===== config.mk =====
export PLATFORM = sky130hd
export DESIGN_NAME = dvc_unit
export DESIGN_NICKNAME = d
export VERILOG_FILES = /design/src/rtl/dvc_pkg.sv /design/src/rtl/dvc_chan.sv /design/src/rtl/dvc_status.sv /design/src/rtl/dvc_unit.sv
export SDC_FILE = /design/constraint.sdc
export NUM_CORES = 1
export LEC_CHECK = 0
export ABC_AREA = 1
export BUFFER_PORTS_ARGS = -buffer_cell sky130_fd_sc_hd__buf_2
export CORE_MARGIN = 4
export CORE_UTILIZATION = 38
export DETAILED_ROUTE_END_ITERATION = 8
export PLACE_DENSITY = 0.78
export REMOVE_ABC_BUFFERS = 1
export SETUP_SLACK_MARGIN = 0.4
export SYNTH_ARGS = -nofsm -noshare
export SYNTH_HDL_FRONTEND = slang
export SYNTH_SLANG_ARGS = --single-unit

===== constraint.sdc =====
create_clock -name clk -period 1.2 [get_ports clk]
set_input_delay 0.06 -clock clk [delete_from_list [all_inputs] [get_ports clk]]
set_output_delay 0.06 -clock clk [all_outputs]
set_load 0.005 [all_outputs]

===== src/rtl/dvc_pkg.sv =====
package dvc_pkg;
    typedef enum logic [1:0] {
        CMP_OFF   = 2'b00,
        CMP_ALL   = 2'b01,
        CMP_ANY   = 2'b10,
        CMP_PAIRS = 2'b11
    } cmp_mode_e;
endpackage


===== src/rtl/dvc_chan.sv =====
module dvc_chan
    import dvc_pkg::*;
#(
    parameter int LANES  = 4,
    parameter int BYTE_W = 8
) (
    input  logic                      clk,
    input  logic                      rst_n,
    input  cmp_mode_e                 mode,
    input  logic [LANES-1:0]          ben,
    input  logic [LANES*BYTE_W-1:0]   val,
    input  logic [LANES-1:0]          strb,
    input  logic [LANES*BYTE_W-1:0]   data,
    output logic                      hit
);
    localparam int NGRP = LANES / 2;

    logic [LANES-1:0] eq_v;
    logic [LANES-1:0] ok_v;
    logic [NGRP-1:0]  grp_ok;

    for (genvar l = 0; l < LANES; l++) begin : g_lane
        assign eq_v[l] = data[l*BYTE_W +: BYTE_W] == val[l*BYTE_W +: BYTE_W];
        assign ok_v[l] = strb[l] && eq_v[l];
    end

    for (genvar g = 0; g < NGRP; g++) begin : g_grp
        assign grp_ok[g] = (ben[2*g +: 2] != 2'b00) &&
                           ((ok_v[2*g +: 2] & ben[2*g +: 2]) == ben[2*g +: 2]);
    end

    always_comb begin
        unique case (mode)
            CMP_ALL:   hit = (ben != '0) && ((ok_v & ben) == ben);
            CMP_ANY:   hit = |(ok_v & ben);
            CMP_PAIRS: hit = |grp_ok;
            default:   hit = 1'b0;
        endcase
    end

    AST_OFF_QUIET: assert property (@(posedge clk) disable iff (!rst_n)
        (mode == CMP_OFF) |-> !hit);
    AST_ALL_EMPTY_QUIET: assert property (@(posedge clk) disable iff (!rst_n)
        (mode == CMP_ALL && ben == '0) |-> !hit);
    AST_ANY_NEEDS_LANE: assert property (@(posedge clk) disable iff (!rst_n)
        (mode == CMP_ANY && hit) |-> ((ben & strb) != '0));
    AST_ALL_NEEDS_STRB: assert property (@(posedge clk) disable iff (!rst_n)
        (mode == CMP_ALL && hit) |-> ((strb & ben) == ben));
endmodule


===== src/rtl/dvc_status.sv =====
module dvc_status #(
    parameter int NUM_CH = 2
) (
    input  logic              clk,
    input  logic              rst_n,
    input  logic [NUM_CH-1:0] set,
    input  logic [NUM_CH-1:0] clr,
    output logic [NUM_CH-1:0] stat
);
    typedef struct packed {
        logic [NUM_CH-1:0] stat;
    } st_t;

    st_t st_d, st_q;

    always_comb begin
        st_d      = st_q;
        st_d.stat = (st_q.stat & ~clr) | set;
    end

    always_ff @(posedge clk or negedge rst_n) begin
        if (!rst_n) st_q <= '0;
        else        st_q <= st_d;
    end

    assign stat = st_q.stat;

    for (genvar c = 0; c < NUM_CH; c++) begin : g_chk
        AST_STICKY_HOLD: assert property (@(posedge clk) disable iff (!rst_n)
            (stat[c] && !clr[c]) |=> stat[c]);
        AST_CLEAR_TAKES: assert property (@(posedge clk) disable iff (!rst_n)
            (clr[c] && !set[c]) |=> !stat[c]);
        AST_SET_WINS: assert property (@(posedge clk) disable iff (!rst_n)
            set[c] |=> stat[c]);
    end
endmodule


===== src/rtl/dvc_unit.sv =====
module dvc_unit
    import dvc_pkg::*;
#(
    parameter int NUM_CH = 2,
    parameter int LANES  = 4,
    parameter int BYTE_W = 8
) (
    input  logic                           clk,
    input  logic                           rst_n,
    input  logic                           acc_valid,
    input  logic                           acc_wr,
    input  logic                           acc_zero,
    input  logic                           acc_cond,
    input  logic                           acc_resv,
    input  logic [LANES-1:0]               acc_strb,
    input  logic [LANES*BYTE_W-1:0]        acc_data,
    input  logic [NUM_CH-1:0]              acc_addr_hit,
    input  logic [NUM_CH*2-1:0]            cfg_mode,
    input  logic [NUM_CH*LANES-1:0]        cfg_ben,
    input  logic [NUM_CH*LANES*BYTE_W-1:0] cfg_val,
    input  logic                           cfg_async,
    input  logic [NUM_CH-1:0]              stat_clr,
    output logic [NUM_CH-1:0]              evt_now,
    output logic [NUM_CH-1:0]              stat
);
    localparam int DATA_W = LANES * BYTE_W;

    logic [DATA_W-1:0] cmp_data;
    logic              acc_live;
    logic [NUM_CH-1:0] raw_hit;
    logic [NUM_CH-1:0] hit;
    logic [NUM_CH-1:0] stat_set;

    always_comb begin
        cmp_data = acc_zero ? '0 : acc_data;
        acc_live = acc_valid && !(acc_wr && acc_cond && !acc_resv);
    end

    for (genvar c = 0; c < NUM_CH; c++) begin : g_ch
        dvc_chan #(
            .LANES  (LANES),
            .BYTE_W (BYTE_W)
        ) u_chan (
            .clk   (clk),
            .rst_n (rst_n),
            .mode  (cmp_mode_e'(cfg_mode[c*2 +: 2])),
            .ben   (cfg_ben[c*LANES +: LANES]),
            .val   (cfg_val[c*DATA_W +: DATA_W]),
            .strb  (acc_strb),
            .data  (cmp_data),
            .hit   (raw_hit[c])
        );
    end

    always_comb begin
        hit      = raw_hit & acc_addr_hit & {NUM_CH{acc_live}};
        evt_now  = cfg_async ? '0 : hit;
        stat_set = cfg_async ? hit : '0;
    end

    dvc_status #(.NUM_CH(NUM_CH)) u_status (
        .clk   (clk),
        .rst_n (rst_n),
        .set   (stat_set),
        .clr   (stat_clr),
        .stat  (stat)
    );

    AST_IDLE_QUIET: assert property (@(posedge clk) disable iff (!rst_n)
        !acc_valid |-> (evt_now == '0));
    AST_QUAL_NEEDED: assert property (@(posedge clk) disable iff (!rst_n)
        ((evt_now & ~acc_addr_hit) == '0));
    AST_COND_FAIL_QUIET: assert property (@(posedge clk) disable iff (!rst_n)
        (acc_wr && acc_cond && !acc_resv) |-> (evt_now == '0));
    AST_ASYNC_NO_PULSE: assert property (@(posedge clk) disable iff (!rst_n)
        cfg_async |-> (evt_now == '0));
    AST_SYNC_STAT_KEEP: assert property (@(posedge clk) disable iff (!rst_n)
        (!cfg_async && stat_clr == '0) |=> $stable(stat));
endmodule


Word-level counts from Yosys, hierarchy flattened
Index checks and enable logic that the tools add are counted.
{"block": "totals", "reg_bits": 2, "inputBits": 124, "out_inout_bits": 4, "elab_cells": 66}
{"block": "classes", "eq_ne": 20, "mux": 5, "bitwise_logic": 11, "reduce_logical": 29}
{"op": "8-bit equality test", "n": 8}
{"op": "32-bit two-way mux", "n": 1}
{"op": "1-bit logical AND", "n": 17}
{"op": "2-bit bitwise AND", "n": 7}
{"op": "4-bit bitwise AND", "n": 2}
{"op": "2-bit equality test", "n": 4}
{"op": "2-bit equality test (second input constant)", "n": 4}
{"op": "4-bit equality test", "n": 2}
{"op": "2-bit nonzero test", "n": 4}
{"op": "4-bit nonzero test", "n": 2}
{"op": "4-bit OR reduction", "n": 2}
{"op": "1-bit case mux with 3 select lines", "n": 2}
{"op": "2-bit by 1-bit equality test with 1-bit output (second input constant)", "n": 2}
{"op": "2-bit two-way mux", "n": 2}
{"op": "2-bit OR reduction", "n": 2}
{"op": "1-bit zero test", "n": 2}
{"op": "2-bit inverter", "n": 1}
{"op": "2-bit bitwise OR", "n": 1}

Depth between registers and ports, before layout
{"block": "depth", "word_depth": 12, "ltp_mapped": 16, "ltp_nobuf": 15}

By module
A second synthesis with hierarchy kept.
{"block": "hier_totals", "hier_cells": 480, "hier_area_um2": 2113.3}
{"mod": "dvc_chan", "instances": 2, "cells_each": 195, "area_each_um2": 853.3, "seq_area_each_um2": 0.0}
{"mod": "dvc_unit", "instances": 1, "cells_each": 80, "area_each_um2": 326.6, "seq_area_each_um2": 0.0}
{"mod": "dvc_status", "instances": 1, "cells_each": 10, "area_each_um2": 80.1, "seq_area_each_um2": 50.0}

Worst setup path before layout
Ideal clock, no wire load.
{"block": "synth_path", "path_type": "input -> output", "start": "input acc_zero", "end": "output evt_now[0]", "arrival_ns": 1.218, "required_ns": 1.140, "path_slack_ns": -0.078, "cell_stages": 16, "n_path_buf": 1, "cell_sequence": "inv_4 buf_6 nand2_1 nand2_1 nand2_1 nor2_1 nand2_1 nor2_1 nand2_1 nand2_1 nand2_1 nor2_1 nor2_1 nor2_2 nand3_1 nor2_1"}
{"block": "synth_between", "elab_chain_cells": 11, "elab_cells_between_ends": 24, "cone_classes": "eq/ne (7); mux (3); bitwise (5); reduce/logical (9)"}
{"item": "start, declared", "line_no": "dvc_unit.sv:12", "text": "input logic acc_zero,"}
{"item": "32-bit two-way mux (*)", "line_no": "dvc_unit.sv:35", "text": "cmp_data = acc_zero ? '0 : acc_data;"}
{"item": "8-bit equality test", "line_no": "dvc_chan.sv:23", "text": "assign eq_v[l] = data[l*BYTE_W +: BYTE_W] == val[l*BYTE_W +: BYTE_W];"}
{"item": "1-bit logical AND", "line_no": "dvc_chan.sv:24", "text": "assign ok_v[l] = strb[l] && eq_v[l];"}
{"item": "2-bit bitwise AND", "line_no": "dvc_chan.sv:29", "text": "((ok_v[2*g +: 2] & ben[2*g +: 2]) == ben[2*g +: 2]);"}
{"item": "2-bit equality test", "line_no": "dvc_chan.sv:29"}
{"item": "1-bit logical AND", "line_no": "dvc_chan.sv:28", "text": "assign grp_ok[g] = (ben[2*g +: 2] != 2'b00) &&"}
{"item": "2-bit OR reduction", "line_no": "dvc_chan.sv:36", "text": "CMP_PAIRS: hit = |grp_ok;"}
{"item": "1-bit case mux with 3 select lines (*)", "line_no": "dvc_chan.sv:33", "text": "unique case (mode)"}
{"item": "2-bit bitwise AND (*) (2 in series)", "line_no": "dvc_unit.sv:56", "text": "hit = raw_hit & acc_addr_hit & {NUM_CH{acc_live}};"}
{"item": "2-bit two-way mux (*)", "line_no": "dvc_unit.sv:57", "text": "evt_now = cfg_async ? '0 : hit;"}
{"item": "end, declared", "line_no": "dvc_unit.sv:23", "text": "output logic [NUM_CH-1:0] evt_now,"}
Every way passes the cells marked *; elsewhere a longest branch is shown, timed or not.

Worst setup path in the final report
Same ends and word-level chain as after synthesis.

==> impl_metrics.json <==
{
  "outcome": "complete, but fails checks",
  "violations": "setup timing",
  "p_leak_nw": 1.725,
  "die_w_um": 76.40,
  "cp_max_fo": 14,
  "root_buffer": "clkbuf_8",
  "dr.pass1.iters": 4,
  "min_path_type": "in2reg",
  "p_clk_share_pct": 23.0,
  "clkSlewWorstSetupHoldPaths_ns": 0.02,
  "synth_cell_types": 23,
  "synth-edff-count": 0,
  "clock_path_buffers": 2,
  "min_from": "stat_clr[1]",
  "drt-total-wl_um": 6459,
  "setup_violations": 4,
  "final.setup.tns_ns": -1.228,
  "cpMaxStageDelayCell": "buf_16",
  "synth-main-ff-cell": "dfrtp_1",
  "rsz0062_at_grt": "true",
  "fin_crit_sh_pct": 136.0,
  "initial_core_util_pct": 40.01,
  "slew_viol_final": 0,
  "dieArea_um2": 5837,
  "p_int_mw": 0.6666,
  "synth_common_cells": "nand2_1, inv_1, nand3_1",
  "synth.cell_area_um2": 1778,
  "yosys.cell_count.top_type": "nand2_1",
  "port_buffers": 127,
  "cpPeakStageDelay_ns": 0.14,
  "crit_top_cell": "nand2_1",
  "place_congestion": 0.9114,
  "fmax_mhz": 612.6,
  "synth-compound-area-share_pct": 2.956,
  "crit_chain": "buf_16 > inv_16 > buf_4 > nand2_2 > xor2_1 > nand2_1 > nor2_2 > nand2_1 > nand2_1 > nand2_1 > nor2_1 > nor2_1 > nor2_2 > nand3_1 > nor2_1 > buf_2",
  "synth_area_leader_cell": "nand2_1",
  "drtAntennaViolNets": 0,
  "place_hpwl_um": 5222,
  "cts_tree": "built",
  "antennaDiodeCount": 0,
  "die_h_um": 76.40,
  "synth_seq_cells": 2,
  "synthCells": 377,
  "syn_to_final_growth_pct": 53.06,
  "htreeDepth": 1,
  "synth.yosys.seq_area_share_pct": 2.815,
  "cts.sinks": 2,
  "startpoint": "acc_zero",
  "routedWlPerCell_um": 11.27,
  "grt_pass1_wl_um": 10450,
  "grt_pass1_vias": 2574,
  "drc": 0,
  "finalClockSkew_ns": 0,
  "drv_cap": 0,
  "ys_async_sr_fraction_pct": 100.0,
  "worst_slack_ns": -0.4325,
  "ir_worst_vdd_mv": 0.2152,
  "hold_viol": 0,
  "antenna_found_initial": 0,
  "netlist.area_leader.share_pct": 34.83,
  "relSlewSlack_pct": 85.39,
  "vias": 2745,
  "setup.worst_path.end_class": "output port",
  "drt_iter0_drc": 97,
  "syn_area_per_cell_um2": 4.716,
  "grt.total_usage_pct": 20.90,
  "required_ns": 1.14,
  "synth_top_family_by_area": "simple AND/OR/NAND/NOR gates",
  "crit_type": "in2out",
  "largest_register_ffs": 2,
  "cp.arrival_ns": 1.57,
  "total_power_mw": 1.142,
  "core-area_um2": 4444,
  "p_seq_share_pct": 6.2,
  "synth_adder_area_share_pct": 0,
  "pwr-share-comb_pct": 70.8,
  "muxShareOfSynthArea_pct": 0,
  "pwr_density_cell_nw_per_um2": 419.6,
  "crit_path_start_kind": "input port",
  "core.rowCount": 24,
  "grt_max_degree": 29,
  "synthSimpleGateAreaFrac_pct": 74.10,
  "insertion_delay_ns": 0.21,
  "finalNetCount": 647,
  "numCtsBuffers": 3,
  "drive_gt1_share_pct": 35.89,
  "yosys_warnings": 0,
  "tightestPinTransition_ns": 0.2175,
  "synthXorXnorAreaFrac_pct": 5.911,
  "reg2reg_from": "u_status.stat[0]$_DFF_PN0_",
  "fillers": 453,
  "vias_per_cell": 4.791,
  "overflow": 0,
  "sw_frac_of_total_pct": 41.62,
  "synth_area_leaders": "nand2_1, nand3_1, inv_1",
  "io-pin-count": 128,
  "period_minus_slack_ns": 1.632,
  "power.switching_mw": 0.4752
}
## per-stage QoR
step           instance area (µm²)  setup slack (ns)  hold slack, ns  instances  utilization [%]
3_5_place_dp                  2532           -0.8026         -0.1473        564            56.98
4_1_cts                       2654           -0.4226         0.08060        572            59.71
5_1_grt                       2721           -0.5902          0.1147        573            61.23
6_report                      2721           -0.4325         0.08108        573            61.23
3_3_place_gp                  2532           -0.7732         -0.1533        564            56.98
2_1_floorplan                 1719           -0.3497         -0.2356        370                -
## worst max-delay path, delay by kind of cell
family	cells	cell delay, ns
buffers and inverters	4	0.46
and+or+nand+nor	11	0.89
xor gates and xnor gates	1	0.14
## final cells by class
| type | count | area [µm²] | share of cell area, % |
|---|---|---|---|
| inverters | 51 | 207.7 | 7.632 |
| clock buffers | 3 | 41.29 | 1.517 |
| repair inverters | 2 | 27.53 | 1.011 |
| well taps | 52 | 65.06 | 2.391 |
| multi-input cells | 317 | 1523 | 55.95 |
| flip-flops and latches | 2 | 50.05 | 1.839 |
| repair buffers | 146 | 807.0 | 29.66 |
## layer usage
metal	up-vias	part of all wire, %	track usage [%]
li1	1467	-	-
met3	2	6.9	4.374
met4	0	0.25	3.986
met5	-	0	0
met2	92	53	40.25
met1	1184	40	23.44
## cell families (layout without fill, tap and decap cells)
kind of cell	Yosys count	after routing
buf+inv	58	202
simple gates	296	296
xor+xnor	12	12
compound gates	9	9
flops	2	2
## power by group through the flow
stage          combinational (mW)  clock [mW]  sequential, mW
5_1_grt                     0.912       0.274          0.0712
6_report                    0.808       0.262          0.0710
2_1_floorplan               0.380           0          0.0718
4_1_cts                     0.779       0.266          0.0711
3_3_place_gp                0.722           0          0.0715
3_5_place_dp                0.738           0          0.0717
## cell usage in the layout (no fill, tap or decap), types with 8 or more instances in the layout
master	synthesis	final
nor2_2	2	14
nor2_1	40	26
nand2_1	165	164
nand3b_1	15	15
nand2_2	9	10
buf_2	2	126
inv_1	50	50
buf_4	2	17
nand4_1	8	8
nand3_1	46	46
## path summary, 6_finish.rpt
check                                              to  slack, ns  cells after the start
max                                        evt_now[0]      -0.43                     16
min                        u_status.stat[1]$_DFF_PN0_       0.08                      4
max reg2reg                u_status.stat[0]$_DFF_PN0_       0.59                      2
min reg2reg                u_status.stat[1]$_DFF_PN0_       0.47                      2
max in group asynchronous  u_status.stat[1]$_DFF_PN0_       0.91                      2
min in group asynchronous  u_status.stat[0]$_DFF_PN0_       0.19                      2
## timing repair
action,in CTS,in global routing
setup buffers,2,1
hold buffers,1,0
resized for setup,12,19
pin swaps,3,5
endpoints found under the setup margin,4,4
hold endpoints to repair,2,0
gates cloned,2,0
No activity file was read; power rests on OpenSTA's default activity.
